<file path="config.mk">
export PLATFORM = sky130hd
export DESIGN_NAME = hcv_narrow
export DESIGN_NICKNAME = d
export VERILOG_FILES = /design/src/rtl/hcv_pkg.sv /design/src/rtl/hcv_classify.sv /design/src/rtl/hcv_round.sv /design/src/rtl/hcv_pack.sv /design/src/rtl/hcv_narrow.sv
export SDC_FILE = /design/constraint.sdc
export NUM_CORES = 1
export LEC_CHECK = 0
export ABC_CLOCK_PERIOD_IN_PS = 2000
export BUFFER_PORTS_ARGS = -buffer_cell sky130_fd_sc_hd__buf_2
export CAP_MARGIN = 20
export CORE_MARGIN = 2
export CORE_UTILIZATION = 60
export CTS_BUF_LIST = sky130_fd_sc_hd__clkbuf_8
export DETAILED_ROUTE_END_ITERATION = 12
export MAX_ROUTING_LAYER = met4
export PLACE_DENSITY = 0.78
export SETUP_SLACK_MARGIN = 0.3
export SLEW_MARGIN = 20
export SYNTH_ARGS = -nofsm -noshare
export SYNTH_HDL_FRONTEND = slang
export SYNTH_HIERARCHICAL = 1
export SYNTH_SLANG_ARGS = --single-unit
</file>
<file path="constraint.sdc">
create_clock -name clk -period 2 [get_ports clk]
set_input_delay 0.4 -clock clk [delete_from_list [all_inputs] [get_ports clk]]
set_output_delay 0.4 -clock clk [all_outputs]
set_load 0.005 [all_outputs]
</file>
<file path="src/rtl/hcv_pkg.sv">
package hcv_pkg;
  // Source format
  localparam int SP_W      = 32;
  localparam int SP_EXP_W  = 8;
  localparam int SP_FRAC_W = 23;
  localparam int SP_BIAS   = (1 << (SP_EXP_W - 1)) - 1;
  // Destination format
  localparam int HP_W      = 16;
  localparam int HP_EXP_W  = 5;
  localparam int HP_FRAC_W = 10;
  localparam int HP_BIAS   = (1 << (HP_EXP_W - 1)) - 1;
  // Derived datapath widths
  localparam int SIG_W     = SP_FRAC_W + 1;          // significand with hidden bit
  localparam int ACC_W     = SIG_W + 2;              // room for increment and carry
  localparam int DROP_W    = SP_FRAC_W - HP_FRAC_W;  // bits dropped in normal range
  localparam int MAX_DROP  = SIG_W + 1;              // every significand bit below half a quantum
  localparam int DC_W      = $clog2(MAX_DROP + 1);
  localparam int EXP_W     = SP_EXP_W + 2;           // signed unbiased exponent
  localparam int KEEP_W    = HP_FRAC_W + 2;          // kept significand incl. carry

  localparam logic signed [EXP_W-1:0] E_MIN_NORM = EXP_W'(1 - HP_BIAS);
  localparam logic signed [EXP_W-1:0] E_MAX_STD  = EXP_W'(HP_BIAS);
  localparam logic signed [EXP_W-1:0] E_MAX_ALT  = EXP_W'(HP_BIAS + 1);

  typedef enum logic [1:0] {
    RM_NEAR = 2'b00,
    RM_UP   = 2'b01,
    RM_DOWN = 2'b10,
    RM_ZERO = 2'b11
  } rmode_e;

  // Number of low significand bits discarded for a given unbiased exponent.
  function automatic logic [DC_W-1:0] drop_count(input logic signed [EXP_W-1:0] e);
    int dc;
    if (e >= E_MIN_NORM) dc = DROP_W;
    else                 dc = DROP_W + int'(E_MIN_NORM) - int'(e);
    if (dc > MAX_DROP) dc = MAX_DROP;
    return DC_W'(dc);
  endfunction

  // Value added below the kept LSB before truncation.
  function automatic logic [ACC_W-1:0] round_incr(input logic [ACC_W-1:0] sig,
                                                  input logic [DC_W-1:0] dc,
                                                  input rmode_e rm,
                                                  input logic neg);
    logic [ACC_W-1:0] mask, half, rem, inc;
    mask = (ACC_W'(1) << dc) - ACC_W'(1);
    half = ACC_W'(1) << (dc - DC_W'(1));
    rem  = sig & mask;
    case (rm)
      RM_NEAR: inc = (rem == half) ? (sig & (half << 1)) : half;
      RM_UP:   inc = neg ? '0 : mask;
      RM_DOWN: inc = neg ? mask : '0;
      default: inc = '0;
    endcase
    return inc;
  endfunction
endpackage

</file>
<file path="src/rtl/hcv_classify.sv">
module hcv_classify
  import hcv_pkg::*;
(
  input  logic [SP_W-1:0]         word,
  output logic                    sign,
  output logic                    is_nan,
  output logic                    is_inf,
  output logic                    is_flush,
  output logic                    flush_nz,
  output logic                    quiet_in,
  output logic signed [EXP_W-1:0] unb_exp,
  output logic [SIG_W-1:0]        sig
);
  logic [SP_EXP_W-1:0]  exp_f;
  logic [SP_FRAC_W-1:0] frac_f;
  logic                 exp_ones, exp_zero, frac_nz;

  always_comb begin
    exp_f    = word[SP_W-2 -: SP_EXP_W];
    frac_f   = word[SP_FRAC_W-1:0];
    exp_ones = &exp_f;
    exp_zero = ~|exp_f;
    frac_nz  = |frac_f;
    sign     = word[SP_W-1];
    is_nan   = exp_ones & frac_nz;
    is_inf   = exp_ones & ~frac_nz;
    is_flush = exp_zero;
    flush_nz = exp_zero & frac_nz;
    quiet_in = frac_f[SP_FRAC_W-1];
    unb_exp  = EXP_W'(exp_f) - EXP_W'(SP_BIAS);
    sig      = {1'b1, frac_f};
  end
endmodule

</file>
<file path="src/rtl/hcv_round.sv">
module hcv_round
  import hcv_pkg::*;
(
  input  logic [SIG_W-1:0]        sig,
  input  logic signed [EXP_W-1:0] e_pre,
  input  logic                    neg,
  input  rmode_e                  rm,
  output logic [KEEP_W-1:0]       kept,
  output logic                    carry,
  output logic                    inexact,
  output logic                    sub_pre,
  output logic                    post_tiny,
  output logic signed [EXP_W-1:0] e_post
);
  logic [DC_W-1:0]  dc;
  logic [ACC_W-1:0] sig_x, mask, inc, sum;

  always_comb begin
    dc      = drop_count(e_pre);
    sig_x   = ACC_W'(sig);
    mask    = (ACC_W'(1) << dc) - ACC_W'(1);
    inc     = round_incr(sig_x, dc, rm, neg);
    sum     = sig_x + inc;
    inexact = |(sig_x & mask);
    sub_pre = e_pre < E_MIN_NORM;
    // Renormalise only in the normal range; subnormal carries fold into the packer.
    carry   = ~sub_pre & sum[SIG_W];
    kept    = carry ? KEEP_W'(sum >> (dc + DC_W'(1))) : KEEP_W'(sum >> dc);
    e_post  = e_pre + $signed({{(EXP_W-1){1'b0}}, carry});
    post_tiny = sub_pre & (kept < KEEP_W'(1 << HP_FRAC_W));
  end
endmodule

</file>
<file path="src/rtl/hcv_pack.sv">
module hcv_pack
  import hcv_pkg::*;
(
  input  logic                    neg,
  input  logic signed [EXP_W-1:0] e_post,
  input  logic [KEEP_W-1:0]       kept,
  input  logic                    sub_pre,
  input  logic                    alt,
  output logic                    ovf,
  output logic [HP_W-1:0]         half
);
  logic signed [EXP_W-1:0] e_lim;
  logic [HP_W-1:0]         biased;

  always_comb begin
    e_lim  = alt ? E_MAX_ALT : E_MAX_STD;
    ovf    = ~sub_pre & (e_post > e_lim);
    biased = HP_W'(e_post - E_MIN_NORM);
    if (ovf) begin
      if (alt) half = {neg, {HP_EXP_W{1'b1}}, {HP_FRAC_W{1'b1}}};
      else     half = {neg, {HP_EXP_W{1'b1}}, {HP_FRAC_W{1'b0}}};
    end else if (sub_pre) begin
      // kept counts units of the smallest subnormal; 1024 lands on the smallest normal
      half = {neg, (HP_W-1)'(kept)};
    end else begin
      // hidden bit in kept adds one into the exponent field
      half = {neg, {(HP_W-1){1'b0}}} + (biased << HP_FRAC_W) + HP_W'(kept);
    end
  end
endmodule

</file>
<file path="src/rtl/hcv_narrow.sv">
module hcv_narrow
  import hcv_pkg::*;
(
  input  logic            clk,
  input  logic            rst_n,
  input  logic            in_valid,
  input  logic [SP_W-1:0] in_single,
  input  logic [1:0]      rnd_mode,
  input  logic            alt_half,
  input  logic            tiny_early,
  output logic            out_valid,
  output logic [HP_W-1:0] out_half,
  output logic            flag_ovf,
  output logic            flag_unf,
  output logic            flag_inx,
  output logic            flag_inv
);
  logic                    c_sign, c_nan, c_inf, c_flush, c_flush_nz, c_quiet;
  logic signed [EXP_W-1:0] c_exp;
  logic [SIG_W-1:0]        c_sig;

  logic [KEEP_W-1:0]       r_kept;
  logic                    r_carry, r_inexact, r_sub_pre, r_post_tiny;
  logic signed [EXP_W-1:0] r_e_post;

  logic                    p_ovf;
  logic [HP_W-1:0]         p_half;

  // Named events for the checker
  logic w_is_nan, w_ovf, w_carry, w_finite;

  logic [HP_W-1:0] n_half;
  logic            n_ovf, n_unf, n_inx, n_inv;

  hcv_classify u_cls (
    .word     (in_single),
    .sign     (c_sign),
    .is_nan   (c_nan),
    .is_inf   (c_inf),
    .is_flush (c_flush),
    .flush_nz (c_flush_nz),
    .quiet_in (c_quiet),
    .unb_exp  (c_exp),
    .sig      (c_sig)
  );

  hcv_round u_rnd (
    .sig       (c_sig),
    .e_pre     (c_exp),
    .neg       (c_sign),
    .rm        (rmode_e'(rnd_mode)),
    .kept      (r_kept),
    .carry     (r_carry),
    .inexact   (r_inexact),
    .sub_pre   (r_sub_pre),
    .post_tiny (r_post_tiny),
    .e_post    (r_e_post)
  );

  hcv_pack u_pck (
    .neg     (c_sign),
    .e_post  (r_e_post),
    .kept    (r_kept),
    .sub_pre (r_sub_pre),
    .alt     (alt_half),
    .ovf     (p_ovf),
    .half    (p_half)
  );

  always_comb begin
    w_finite = ~c_nan & ~c_inf & ~c_flush;
    w_is_nan = c_nan;
    w_ovf    = w_finite & p_ovf;
    w_carry  = w_finite & r_carry;
    n_ovf = 1'b0;
    n_unf = 1'b0;
    n_inx = 1'b0;
    n_inv = 1'b0;
    if (c_nan) begin
      n_half = {c_sign, {HP_EXP_W{1'b1}}, 1'b1, c_sig[SP_FRAC_W-2 -: HP_FRAC_W-1]};
      n_inv  = ~c_quiet;
    end else if (c_inf) begin
      n_half = {c_sign, {HP_EXP_W{1'b1}}, {HP_FRAC_W{1'b0}}};
    end else if (c_flush) begin
      n_half = {c_sign, {(HP_W-1){1'b0}}};
      n_inx  = c_flush_nz;
    end else begin
      n_half = p_half;
      n_ovf  = p_ovf;
      n_inx  = r_inexact | p_ovf;
      n_unf  = tiny_early ? r_sub_pre : (r_post_tiny & r_inexact);
    end
  end

  always_ff @(posedge clk or negedge rst_n) begin
    if (!rst_n) begin
      out_valid <= 1'b0;
      out_half  <= '0;
      flag_ovf  <= 1'b0;
      flag_unf  <= 1'b0;
      flag_inx  <= 1'b0;
      flag_inv  <= 1'b0;
    end else begin
      out_valid <= in_valid;
      if (in_valid) begin
        out_half <= n_half;
        flag_ovf <= n_ovf;
        flag_unf <= n_unf;
        flag_inx <= n_inx;
        flag_inv <= n_inv;
      end
    end
  end
endmodule

</file>
==> results of run 1 <==
-- stage by stage --
stage,worst slack [ns],cells
3_5_place_dp,-7.45,1369
3_3_place_gp,-6.64,1369
2_1_floorplan,-6.61,918
-- cells in the mapped netlist, types with 5 or more instances --
master / n
nor2b_1: 8
and3_1: 10
a22oi_1: 16
o21bai_1: 6
a211oi_1: 10
nor2_1: 65
o211ai_1: 18
o21ai_0: 42
and2_1: 13
nand2_1: 84
clkbuf_1: 23
mux2i_1: 11
o2bb2ai_1: 5
a32oi_1: 8
and4_1: 7
nand4_1: 13
a22oi_2: 8
xnor2_1: 32
ha_1: 43
o21a_1: 6
buf_4: 30
inv_1: 38
or4_1: 7
a311o_1: 6
nand3b_1: 7
xor2_1: 15
nand3_1: 41
a21oi_1: 80
buf_2: 14
o311ai_0: 6
or3_1: 6
nor4_1: 13
o22ai_1: 8
nand2b_1: 8
dfrtp_1: 21
a21oi_2: 10
a21boi_0: 7
a31oi_1: 7
o31ai_1: 7
nor3_1: 31
a21o_1: 23
-- kinds of logic after synthesis --
group | after synthesis | synth area share
flops | 21 | 0.0815
xor+xnor | 47 | 0.0639
other cells | 2 | 0.00117
mux | 16 | 0.0276
simple gates | 344 | 0.287
buf+inv | 112 | 0.0866
compound gates | 330 | 0.363
fa+ha+maj | 45 | 0.0897
==> reports/results.ini, run 1 <==
[outcome]
status=aborted with a tool error
haltStage=clock tree synthesis
firstError=[ERROR DPL-0038] Utilization greater than 100%, impossible to legalize

[synthesis]
ys_top_cells_by_area=ha_1, dfrtp_1, a21oi_1, nand2_1, xnor2_1
synth_area_leader_cell=ha_1
avgSynthCellArea_sq_um=7.03
syn-cell-area_sq_um=6450
async_flop_share=1.00
yosys_warnings=6
synthFlopType=dfrtp_1
synth-seq-cells=21
ys_seq_area_frac=0.0815
yosys.area.top_type_share=0.0835
synth_cells=917
synth_edf_count=0
synth.distinct_cells=97

[clock_tree]
cts_buffers=3
cts-htree-levels=1
cts_resized=155
cts_buffer_depth=2
cts.sinks=21
postCtsHoldBufs=0
cts_root_buf=clkbuf_8
cts_setup_buffers=40

[floorplanning]
io_pins=60
chipWidth_um=108
start_util=0.622
num_rows=37
die_height_um=108

[placed_design]
place_hpwl_mm=26.5
place_congestion=1.17
portBuffers=59
placed_cell_area_sq_um=9440

==> run 2: changes to the inputs <==
--- a/config.mk
+++ b/config.mk
@@ -9,12 +9,9 @@
 export BUFFER_PORTS_ARGS = -buffer_cell sky130_fd_sc_hd__buf_2
 export CAP_MARGIN = 20
 export CORE_MARGIN = 2
-export CORE_UTILIZATION = 60
-export CTS_BUF_LIST = sky130_fd_sc_hd__clkbuf_8
+export CORE_UTILIZATION = 40
 export DETAILED_ROUTE_END_ITERATION = 12
-export MAX_ROUTING_LAYER = met4
-export PLACE_DENSITY = 0.78
-export SETUP_SLACK_MARGIN = 0.3
+export PLACE_DENSITY_LB_ADDON = 0.15
 export SLEW_MARGIN = 20
 export SYNTH_ARGS = -nofsm -noshare
 export SYNTH_HDL_FRONTEND = slang
==> run 2 against run 1 <==
Net effect: the flow now finishes, with violations (setup timing); synthesized cell count stayed put; synthesized area unchanged.
==> reports/results.ini, run 2 <==
[route]
firstDrtPassIters=7
vias_per_cell=5.93
wl_mm=30.4
wl_per_cell_um=19.9
drc=0
num_vias=9070
first_iter_violations=853
ant_nets=0

[grt]
gr-total-overflow=0
grt_pass1_wl_mm=43.5
grt_max_degree=22
antenna_found_initial=0
grt_pass1_vias=8316
track_usage=0.325

[cells_and_area]
drive_gt1_frac=0.494
multiInputGateArea_sq_um=6470
final_cell_area_sq_um=11000
largest_register_ffs=16
nets=1398
n_antenna_cell=0
n_fill_cell=1276
final_common_cell=buf_4
area_growth_pct=70.4
registers.top_by_ff_count=out_half
instances_no_fill=1529
final_util=0.694
regArea_sq_um=526
layout_common_cells=buf_4, nand2_1, nor2_1

[synthesis]
yosys.area.top_type_share=0.0835  ; unchanged
ys_seq_area_frac=0.0815  ; unchanged
synthFlopType=dfrtp_1  ; unchanged
synth.distinct_cells=97  ; unchanged
synth_cells=917  ; unchanged
synth_edf_count=0  ; unchanged
synth_area_leader_cell=ha_1  ; unchanged
avgSynthCellArea_sq_um=7.03  ; unchanged
synth-seq-cells=21  ; unchanged
ys_top_cells_by_area=ha_1, dfrtp_1, a21oi_1, nand2_1, xnor2_1  ; unchanged
syn-cell-area_sq_um=6450  ; unchanged
synthTopCellsByCount=nand2_1, a21oi_1, nor2_1  ; unchanged
yosysMostFrequentCell=nand2_1  ; unchanged
yosys_warnings=6  ; unchanged
async_flop_share=1.00  ; unchanged

[timing]
setup_tns_ns=-123.08
post-route-min-period_ns=8.74
finalSetupViolCount=19
finalMaxSlewViolations=0
hold_violations=0
relSlewSlack=0.541
setup_ws_ns=-6.74
worst_pin_slew_ns=0.683
period_share=4.37
finalClockSkew_ns=0
max_freq_ghz=0.114
rsz0062_at_grt=yes

[worst_hold_path]
hold_path.class=primary input to asynchronous set/reset pin

[power_and_ir_drop]
peakVddDrop_mv=0.273
leakagePower_nw=4.88
p_per_area_nw_per_um2=334

[clock_tree]
cts.sinks=21  ; unchanged
cts_buffers=3  ; unchanged
cts_root_buf=clkbuf_16  ; was clkbuf_8
clkTransAtPathRegs_ns=0.07
postCtsHoldBufs=0  ; unchanged
cts-htree-levels=1  ; unchanged
insertion_delay_ns=0.25
cts_tree=done
cts_buffer_depth=2  ; unchanged

[worst_setup_path]
cp_data_arrival_time_ns=8.87
cp.required_ns=2.13
crit_type=primary input to flip-flop
critPathSlowestCell=or4_4
startpoint_type=primary input
slowest_delay_ns=0.54
endpoint_kind=flip-flop
worstPathMaxFanout=15

[floorplanning]
die_height_um=131  ; was 108 um
core_region_area_sq_um=15800
chipWidth_um=131  ; was 108 um
num_rows=46  ; was 37
start_util=0.407  ; was 0.622
die-area_sq_um=17100
io_pins=60  ; unchanged

[outcome]
violations=setup timing
status=finished, violations left  ; was aborted with a tool error

[placed_design]
numPlacedInstances=1474  ; was 1369
dp_slack_ns=-7.17  ; was -7.45 ns
placed_cell_area_sq_um=9760  ; was 9440 sq um
place_hpwl_mm=23.1  ; was 26.5 mm
portBuffers=59  ; unchanged
place_congestion=1.01  ; was 1.17

[job]
cap_viol_max_count=0

==> run 2: cell counts after synthesis <==
Identical to the previous run, type by type.
==> run 2: through the flow <==
| stage | power [mW] | hold WS [ns] |
|---|---|---|
| detailed placement | 2.79 | 0.386 |
| floorplan | 1.76 | 0.104 |
| global placement | 2.77 | 0.376 |
| finish | 3.66 | 0.0860 |
| global route | 3.85 | 0.142 |
| CTS | 3.39 | 0.106 |
==> run 2: logic make-up after synthesis <==
| kind of cell | share of synthesized area |
|---|---|
| simple gates | 0.287 |
| compound gates | 0.363 |
| buf+inv | 0.0866 |
| xor+xnor | 0.0639 |
| fa+ha+maj | 0.0897 |
| flops | 0.0815 |
| mux | 0.0276 |
| other cells | 0.00117 |
==> run 2: path summary, 6_finish.rpt <==
kind                               start            to  slack, ns  depth (start not counted)
max                        in_single[23]  out_half[15]      -6.74                         44
min                                rst_n   out_half[5]       0.09                          1
max reg2reg                     flag_inx      flag_inx       1.20                          1
min reg2reg                  out_half[4]   out_half[4]       0.52                          2
max in group asynchronous          rst_n  out_half[15]       1.58                          1
min in group clk                in_valid     out_valid       0.44                          1
==> run 2: what timing repair did <==
| item | 4_1_cts | 5_1_grt |
|---|---|---|
| setup buffers | 33 | 19 |
| gates cloned | 1 | 1 |
| gates resized for setup | 69 | 77 |
| endpoints found under the setup margin | 19 | 19 |
| pin swaps | 80 | 99 |
==> run 2: final cells by class <==
cell class              count  share of cell area
well taps                 216              0.0246
flip-flops and latches     21              0.0478
clock inverters             1            0.000684
clock buffers               3             0.00684
repair buffers            460               0.315
inverters                  42              0.0153
multi-input cells         786               0.589
==> run 2: where the power goes <==
part           switching (mW)  total, mW  internal (mW)
registers              0.0294      0.509          0.480
clock network           0.181      0.453          0.272
logic                    1.40       2.70           1.31
total                    1.61       3.66           2.06
==> run 2: routing by layer <==
layer / part of all wire / global-route usage
met4: 0.047 / 0.144
met3: 0.066 / 0.0456
met1: 0.41 / 0.415
met5: 0 / 0
met2: 0.48 / 0.544
==> run 2: critical path: cells and delay by family <==
kind                     cells  cell delay (ns)
buffers and inverters        9             1.32
AO/OA/AOI/OAI               18             3.82
AND/OR/NAND/NOR             10             2.03
adder cells (fa/ha/maj)      4             0.80
XOR/XNOR                     2             0.30
multiplexers                 1             0.17
(Power assumes the default switching activity.)
==> run 3: changes to the inputs <==
==> constraint.sdc (replaced) <==
create_clock -name clk -period 2 [get_ports clk]
set_input_delay 0.1 -clock clk [delete_from_list [all_inputs] [get_ports clk]]
set_output_delay 0.1 -clock clk [all_outputs]
set_load 0.005 [all_outputs]
==> run 3 against run 2 <==
Net effect: the flow still finishes with violations (setup timing); register-to-register slack improved by 0.04 ns; sequential power about the same; hold slack improved by 0.059 ns; via count decreased by 0.33%; combinational power decreased by 3%; wire length decreased by 2.9%.
==> reports/results.ini, run 3 (synthesized netlist as in run 2, its figures left out) <==
[worst_setup_path]
crit_type=primary input to flip-flop  ; unchanged
r2r_cells=1  ; unchanged
worstPathMaxFanout=7  ; was 15
slowest_delay_ns=0.56  ; was 0.54 ns
endpoint_kind=flip-flop  ; unchanged
startpoint_type=primary input  ; unchanged
rr_endpoint=flag_inx  ; unchanged
critPathSlowestCell=or4_4  ; unchanged
r2r-start=flag_inx  ; unchanged
cp_data_arrival_time_ns=8.54  ; was 8.87 ns
cp.required_ns=2.12  ; was 2.13 ns
reg2reg_slack_ns=1.24  ; was 1.20 ns

[clock_tree]
cts_root_buf=clkbuf_16  ; unchanged
cts_buffer_depth=2  ; unchanged
cts.sinks=21  ; unchanged
insertion_delay_ns=0.25  ; about the same
clkTransAtPathRegs_ns=0.07  ; about the same
cts-htree-levels=1  ; unchanged
cts_tree=done  ; unchanged
cts_buffers=3  ; unchanged

[route]
wl_mm=29.5  ; was 30.4 mm
drc=0  ; unchanged
wl_per_cell_um=19.3  ; was 19.9 um
ant_nets=0  ; unchanged
num_vias=9040  ; was 9070
first_iter_violations=737  ; was 853
firstDrtPassIters=6  ; was 7
vias_per_cell=5.90  ; was 5.93

[timing]
max_freq_ghz=0.119  ; was 0.114 GHz
post-route-min-period_ns=8.42  ; was 8.74 ns
setup_ws_ns=-6.42  ; was -6.74 ns
worst_pin_slew_ns=0.819  ; was 0.683 ns
relSlewSlack=0.448  ; was 0.541
finalSetupViolCount=19  ; unchanged
hold_violations=0  ; unchanged
setup_tns_ns=-118.64  ; was -123.08 ns
finalClockSkew_ns=0  ; unchanged
period_share=4.21  ; was 4.37
rsz0062_at_grt=yes  ; unchanged
finalMaxSlewViolations=0  ; unchanged

[cells_and_area]
drive_gt1_frac=0.492  ; was 0.494
area_growth_pct=68.2  ; was 70.4%
nets=1399  ; was 1398
layout_common_cells=buf_4, nand2_1, nor2_1  ; unchanged
final_util=0.685  ; was 0.694
final_common_cell=buf_4  ; unchanged
n_fill_cell=1337  ; was 1276
largest_register_ffs=16  ; unchanged
registers.top_by_ff_count=out_half  ; unchanged

[power_and_ir_drop]
leakagePower_nw=4.86  ; was 4.88 nW
peakVddDrop_mv=0.434  ; was 0.273 mV
p_per_area_nw_per_um2=329  ; was 334 nW/um^2
fin_total_pwr_mw=3.57  ; was 3.66 mW

[floorplanning]
chipWidth_um=131  ; unchanged
die-area_sq_um=17100  ; unchanged
start_util=0.407  ; unchanged
io_pins=60  ; unchanged
num_rows=46  ; unchanged
die_height_um=131  ; unchanged
core_region_area_sq_um=15800  ; unchanged

[grt]
antenna_found_initial=1  ; was 0
gr-total-overflow=0  ; unchanged
grt_max_degree=29  ; was 22
grt_pass1_vias=8395  ; was 8316
track_usage=0.320  ; was 0.325
grt_pass1_wl_mm=43.2  ; was 43.5 mm

[outcome]
violations=setup timing  ; unchanged
status=finished, violations left  ; unchanged

[placed_design]
place_congestion=1.03  ; was 1.01
portBuffers=59  ; unchanged
dp_slack_ns=-6.86  ; was -7.17 ns
place_hpwl_mm=23.1  ; about the same

[worst_hold_path]
holdCritStartpoint=tiny_early
hold_path_end=flag_unf
hold_path.class=primary input to flip-flop  ; was primary input to asynchronous set/reset pin
hold_depth=3

[job]
cap_viol_max_count=0  ; unchanged

## run 3: changes by cell type in the layout (fill, tap and decap cells not counted), moves of 3 or more
cell	delta
ha_4	-6
nor3_2	+3
buf_2	-3
nor4_2	+3
o31ai_2	+3
ha_1	+6
buf_4	+6
o311ai_2	+3
## run 3: report_power, final
part	internal (mW)	switching, mW	total, mW
Clock	0.271	0.169	0.441
Sequential	0.480	0.0294	0.510
Combinational	1.26	1.35	2.62
Total	2.01	1.55	3.57
## run 3: per-stage QoR
step / cells / hold WS, ns / cell area (sq um)
floorplan: 918 / -0.196 / 6970
CTS: 1515 / 0.159 / 10500
finish: 1531 / 0.145 / 10800
detailed placement: 1471 / 0.0878 / 9730
global route: 1530 / 0.175 / 10800
global placement: 1471 / 0.0750 / 9730
## run 3: worst max-delay path by stage
stage	from	endpoint	slack, ns	depth (start not counted)
2_1_floorplan	in_single[27]	flag_inx	-6.31	44
3_3_place_gp	in_single[23]	out_half[14]	-6.79	42
3_5_place_dp	in_single[23]	out_half[14]	-6.86	43
4_1_cts	in_single[24]	out_half[15]	-6.17	41
5_1_grt	in_single[24]	out_half[9]	-6.70	47
6_report	in_single[24]	out_half[9]	-6.42	45
## run 3: layer usage
metal,GRT usage,vias to the layer above,share of wire
met3,0.0342,112,0.066
met1,0.426,4236,0.42
met4,0.118,0,0.057
met5,0,-,0
met2,0.537,416,0.46
li1,-,4276,-
## run 3: layout make-up
cell class                      count  area (sq um)  share of cell area
Clock inverter                      1          7.51            0.000692
Inverter                           42           175              0.0162
Antenna cell                        1          2.50            0.000231
Multi-Input combinational cell    786          6320               0.582
Clock buffer                        3          75.1             0.00692
Sequential cell                    21           526              0.0485
Tap cell                          216           270              0.0249
Timing Repair Buffer              461          3470               0.320
## run 3: timing repair
item,in CTS,in global routing
setup buffers,37,18
hold endpoints to repair,21,0
hold buffers,1,0
cloned,2,1
resized for setup,78,54
endpoints found under the setup margin,19,19
pin swaps,59,84
## run 3: critical path, delay by kind of cell
family | cells | cell delay (ns)
XOR/XNOR | 2 | 0.28
buffers and inverters | 11 | 1.31
AO/OA/AOI/OAI | 14 | 3.00
adder cells (fa/ha/maj) | 6 | 1.26
AND/OR/NAND/NOR | 11 | 2.36
multiplexers | 1 | 0.20
==> run 4: changes to the inputs <==
--- a/config.mk
+++ b/config.mk
@@ -5,7 +5,7 @@
 export SDC_FILE = /design/constraint.sdc
 export NUM_CORES = 1
 export LEC_CHECK = 0
-export ABC_CLOCK_PERIOD_IN_PS = 2000
+export ABC_CLOCK_PERIOD_IN_PS = 8300
 export BUFFER_PORTS_ARGS = -buffer_cell sky130_fd_sc_hd__buf_2
 export CAP_MARGIN = 20
 export CORE_MARGIN = 2
==> constraint.sdc (replaced) <==
create_clock -name clk -period 8.3 [get_ports clk]
set_input_delay 0.415 -clock clk [delete_from_list [all_inputs] [get_ports clk]]
set_output_delay 0.415 -clock clk [all_outputs]
set_load 0.005 [all_outputs]
==> run 4 against run 3 <==
Net effect: the flow still finishes with violations (setup timing); clock power shrank 76%; largest power group unchanged; global-route usage fell by 2.4 points; via count down 8.0%; wire length down 9.1%; hold slack worse by 0.041 ns; clock skew unchanged; highest routed layer unchanged; sequential power shrank 76%; die area did not move; sequential share of layout area grew 0.56 points; final cell count is 8.8% lower.
==> reports/results.ini, run 4 (synthesized netlist as in run 2, its figures left out) <==
[outcome]
status=finished, violations left  ; unchanged
violations=setup timing  ; unchanged

[floorplanning]
io_pins=60  ; unchanged
chipWidth_um=131  ; unchanged
core_region_area_sq_um=15800  ; unchanged
die_height_um=131  ; unchanged
num_rows=46  ; unchanged
die-area_sq_um=17100  ; unchanged
start_util=0.407  ; unchanged

[power_and_ir_drop]
internal_power_mw=0.442  ; was 2.01 mW
p_sw_mw=0.352  ; was 1.55 mW
swShare=0.443  ; was 0.435
p_per_area_nw_per_um2=81.6  ; was 329 nW/um^2
p_seq_frac=0.155  ; was 0.143
power_frac_clock=0.132  ; was 0.123
peakVddDrop_mv=0.0720  ; was 0.434 mV
pwr-share-comb=0.713  ; was 0.734
leakagePower_nw=4.18  ; was 4.86 nW

[route]
wl_per_cell_um=19.2  ; was 19.3 um
first_iter_violations=718  ; was 737
ant_nets=0  ; unchanged
num_vias=8315  ; was 9040
drc=0  ; unchanged
firstDrtPassIters=5  ; was 6
vias_per_cell=5.95  ; was 5.90
wl_mm=26.8  ; was 29.5 mm

[worst_setup_path]
cp-startpoint=in_single[23]  ; was in_single[24]
r2r_cells=1  ; unchanged
crit_type=primary input to flip-flop  ; unchanged
endpoint_kind=flip-flop  ; unchanged
cpMostUsedCell=ha_4
rr_endpoint=flag_inx  ; unchanged
reg2reg_slack_ns=7.56  ; was 1.24 ns
worstPathMaxFanout=5  ; was 7
r2r-start=flag_inx  ; unchanged
startpoint_type=primary input  ; unchanged
slowest_delay_ns=0.56  ; about the same
cp_data_arrival_time_ns=8.64  ; was 8.54 ns
critPathCapture=out_half[15]  ; was out_half[9]
cp.required_ns=8.41  ; was 2.12 ns
critPathSlowestCell=or4_4  ; unchanged

[cells_and_area]
layout_common_cells=buf_4, nand2_1, a21oi_1, nor2_1, buf_2  ; was buf_4, nand2_1, nor2_1
regArea_sq_um=526  ; unchanged
registers.top_by_ff_count=out_half  ; unchanged
multiInputGateArea_sq_um=6280  ; was 6320 sq um
largest_register_ffs=16  ; unchanged
area_growth_pct=50.9  ; was 68.2%
final_util=0.614  ; was 0.685
nets=1266  ; was 1399
drive_gt1_frac=0.430  ; was 0.492
n_antenna_cell=0  ; was 1
final_common_cell=buf_4  ; unchanged
n_fill_cell=1447  ; was 1337

[clock_tree]
cts-htree-levels=1  ; unchanged
cts_tree=done  ; unchanged
cts_root_buf=clkbuf_16  ; unchanged
clkTransAtPathRegs_ns=0.06  ; was 0.07 ns
insertion_delay_ns=0.26  ; was 0.25 ns
cts.sinks=21  ; unchanged
cts_buffers=3  ; unchanged
cts_buffer_depth=2  ; unchanged

[timing]
hold_violations=0  ; unchanged
post-route-min-period_ns=8.52
finalClockSkew_ns=0  ; unchanged
fin_worst_hold_slack_ns=0.104  ; was 0.145 ns
period_share=1.03
rsz0062_at_grt=yes  ; unchanged
finalSetupViolCount=13  ; was 19
relSlewSlack=0.295  ; was 0.448
setup_ws_ns=-0.223  ; was -6.42 ns
finalMaxSlewViolations=0  ; unchanged
max_freq_ghz=0.117
worst_pin_slew_ns=1.05  ; was 0.819 ns

[grt]
grt_max_degree=41  ; was 29
grt_pass1_wl_mm=39.9  ; was 43.2 mm
track_usage=0.296  ; was 0.320
gr-total-overflow=0  ; unchanged
antenna_found_initial=0  ; was 1
grt_pass1_vias=7686  ; was 8395

[placed_design]
place_congestion=0.954  ; was 1.03
place_hpwl_mm=21.4  ; was 23.1 mm
portBuffers=59  ; unchanged

[job]
cap_viol_max_count=0  ; unchanged

[worst_hold_path]
hold_path.class=primary input to asynchronous set/reset pin  ; was primary input to flip-flop

run 4: repair_timing:
action / 4_1_cts / 5_1_grt
setup endpoints to repair: 18 / 18
gates resized for setup: 74 / 39
pin swaps: 67 / 45
hold buffers: 0 / 0
setup buffers: 27 / 14
run 4: area by class of cell:
class / count / area share
multi-input combinational: 785 / 0.646
timing repair buffer: 329 / 0.247
sequential: 21 / 0.0540
tap: 216 / 0.0278
inverter: 42 / 0.0170
clock buffer: 3 / 0.00772
clock inverter: 1 / 0.000515
run 4: worst min path at each step:
stage | from | end | slack [ns]
CTS | rst_n | out_half[9] | 0.13
detailed placement | rst_n | out_half[9] | 0.40
global route | rst_n | out_half[9] | 0.15
floorplan | rst_n | flag_inv | 0.12
global placement | rst_n | out_half[9] | 0.39
finish | rst_n | out_half[9] | 0.10
run 4: per-layer routing:
| metal | share of wire | global-route usage |
|---|---|---|
| met3 | 0.061 | 0.0257 |
| met5 | 0 | 0 |
| met4 | 0.041 | 0.115 |
| met1 | 0.43 | 0.397 |
| met2 | 0.46 | 0.495 |
run 4: through the flow:
step           setup TNS (ns)  instance area, sq um  power [mW]  setup WS (ns)  cells
6_report                -2.31                  9730       0.793         -0.223   1397
3_3_place_gp            -8.66                  8790       0.620         -0.746   1352
5_1_grt                 -8.10                  9730       0.840         -0.550   1397
3_5_place_dp           -11.27                  8790       0.621         -0.866   1352
2_1_floorplan           -2.93                  6970       0.425         -0.326    918
4_1_cts                 -1.10                  9450       0.765         -0.265   1383
run 4: power by group through the flow:
stage / combinational, mW / clock (mW) / sequential (mW)
6_report: 0.566 / 0.105 / 0.123
4_1_cts: 0.538 / 0.104 / 0.123
5_1_grt: 0.606 / 0.110 / 0.124
3_5_place_dp: 0.496 / 0 / 0.124
2_1_floorplan: 0.299 / 0 / 0.126
3_3_place_gp: 0.495 / 0 / 0.125
run 4: worst max-delay path, delay by kind of cell:
family / cells / cell delay, ns
mux: 1 / 0.18
compound gates: 19 / 4.02
xor+xnor: 3 / 0.44
fa+ha+maj: 4 / 0.88
simple gates: 8 / 1.89
buf+inv: 6 / 0.81
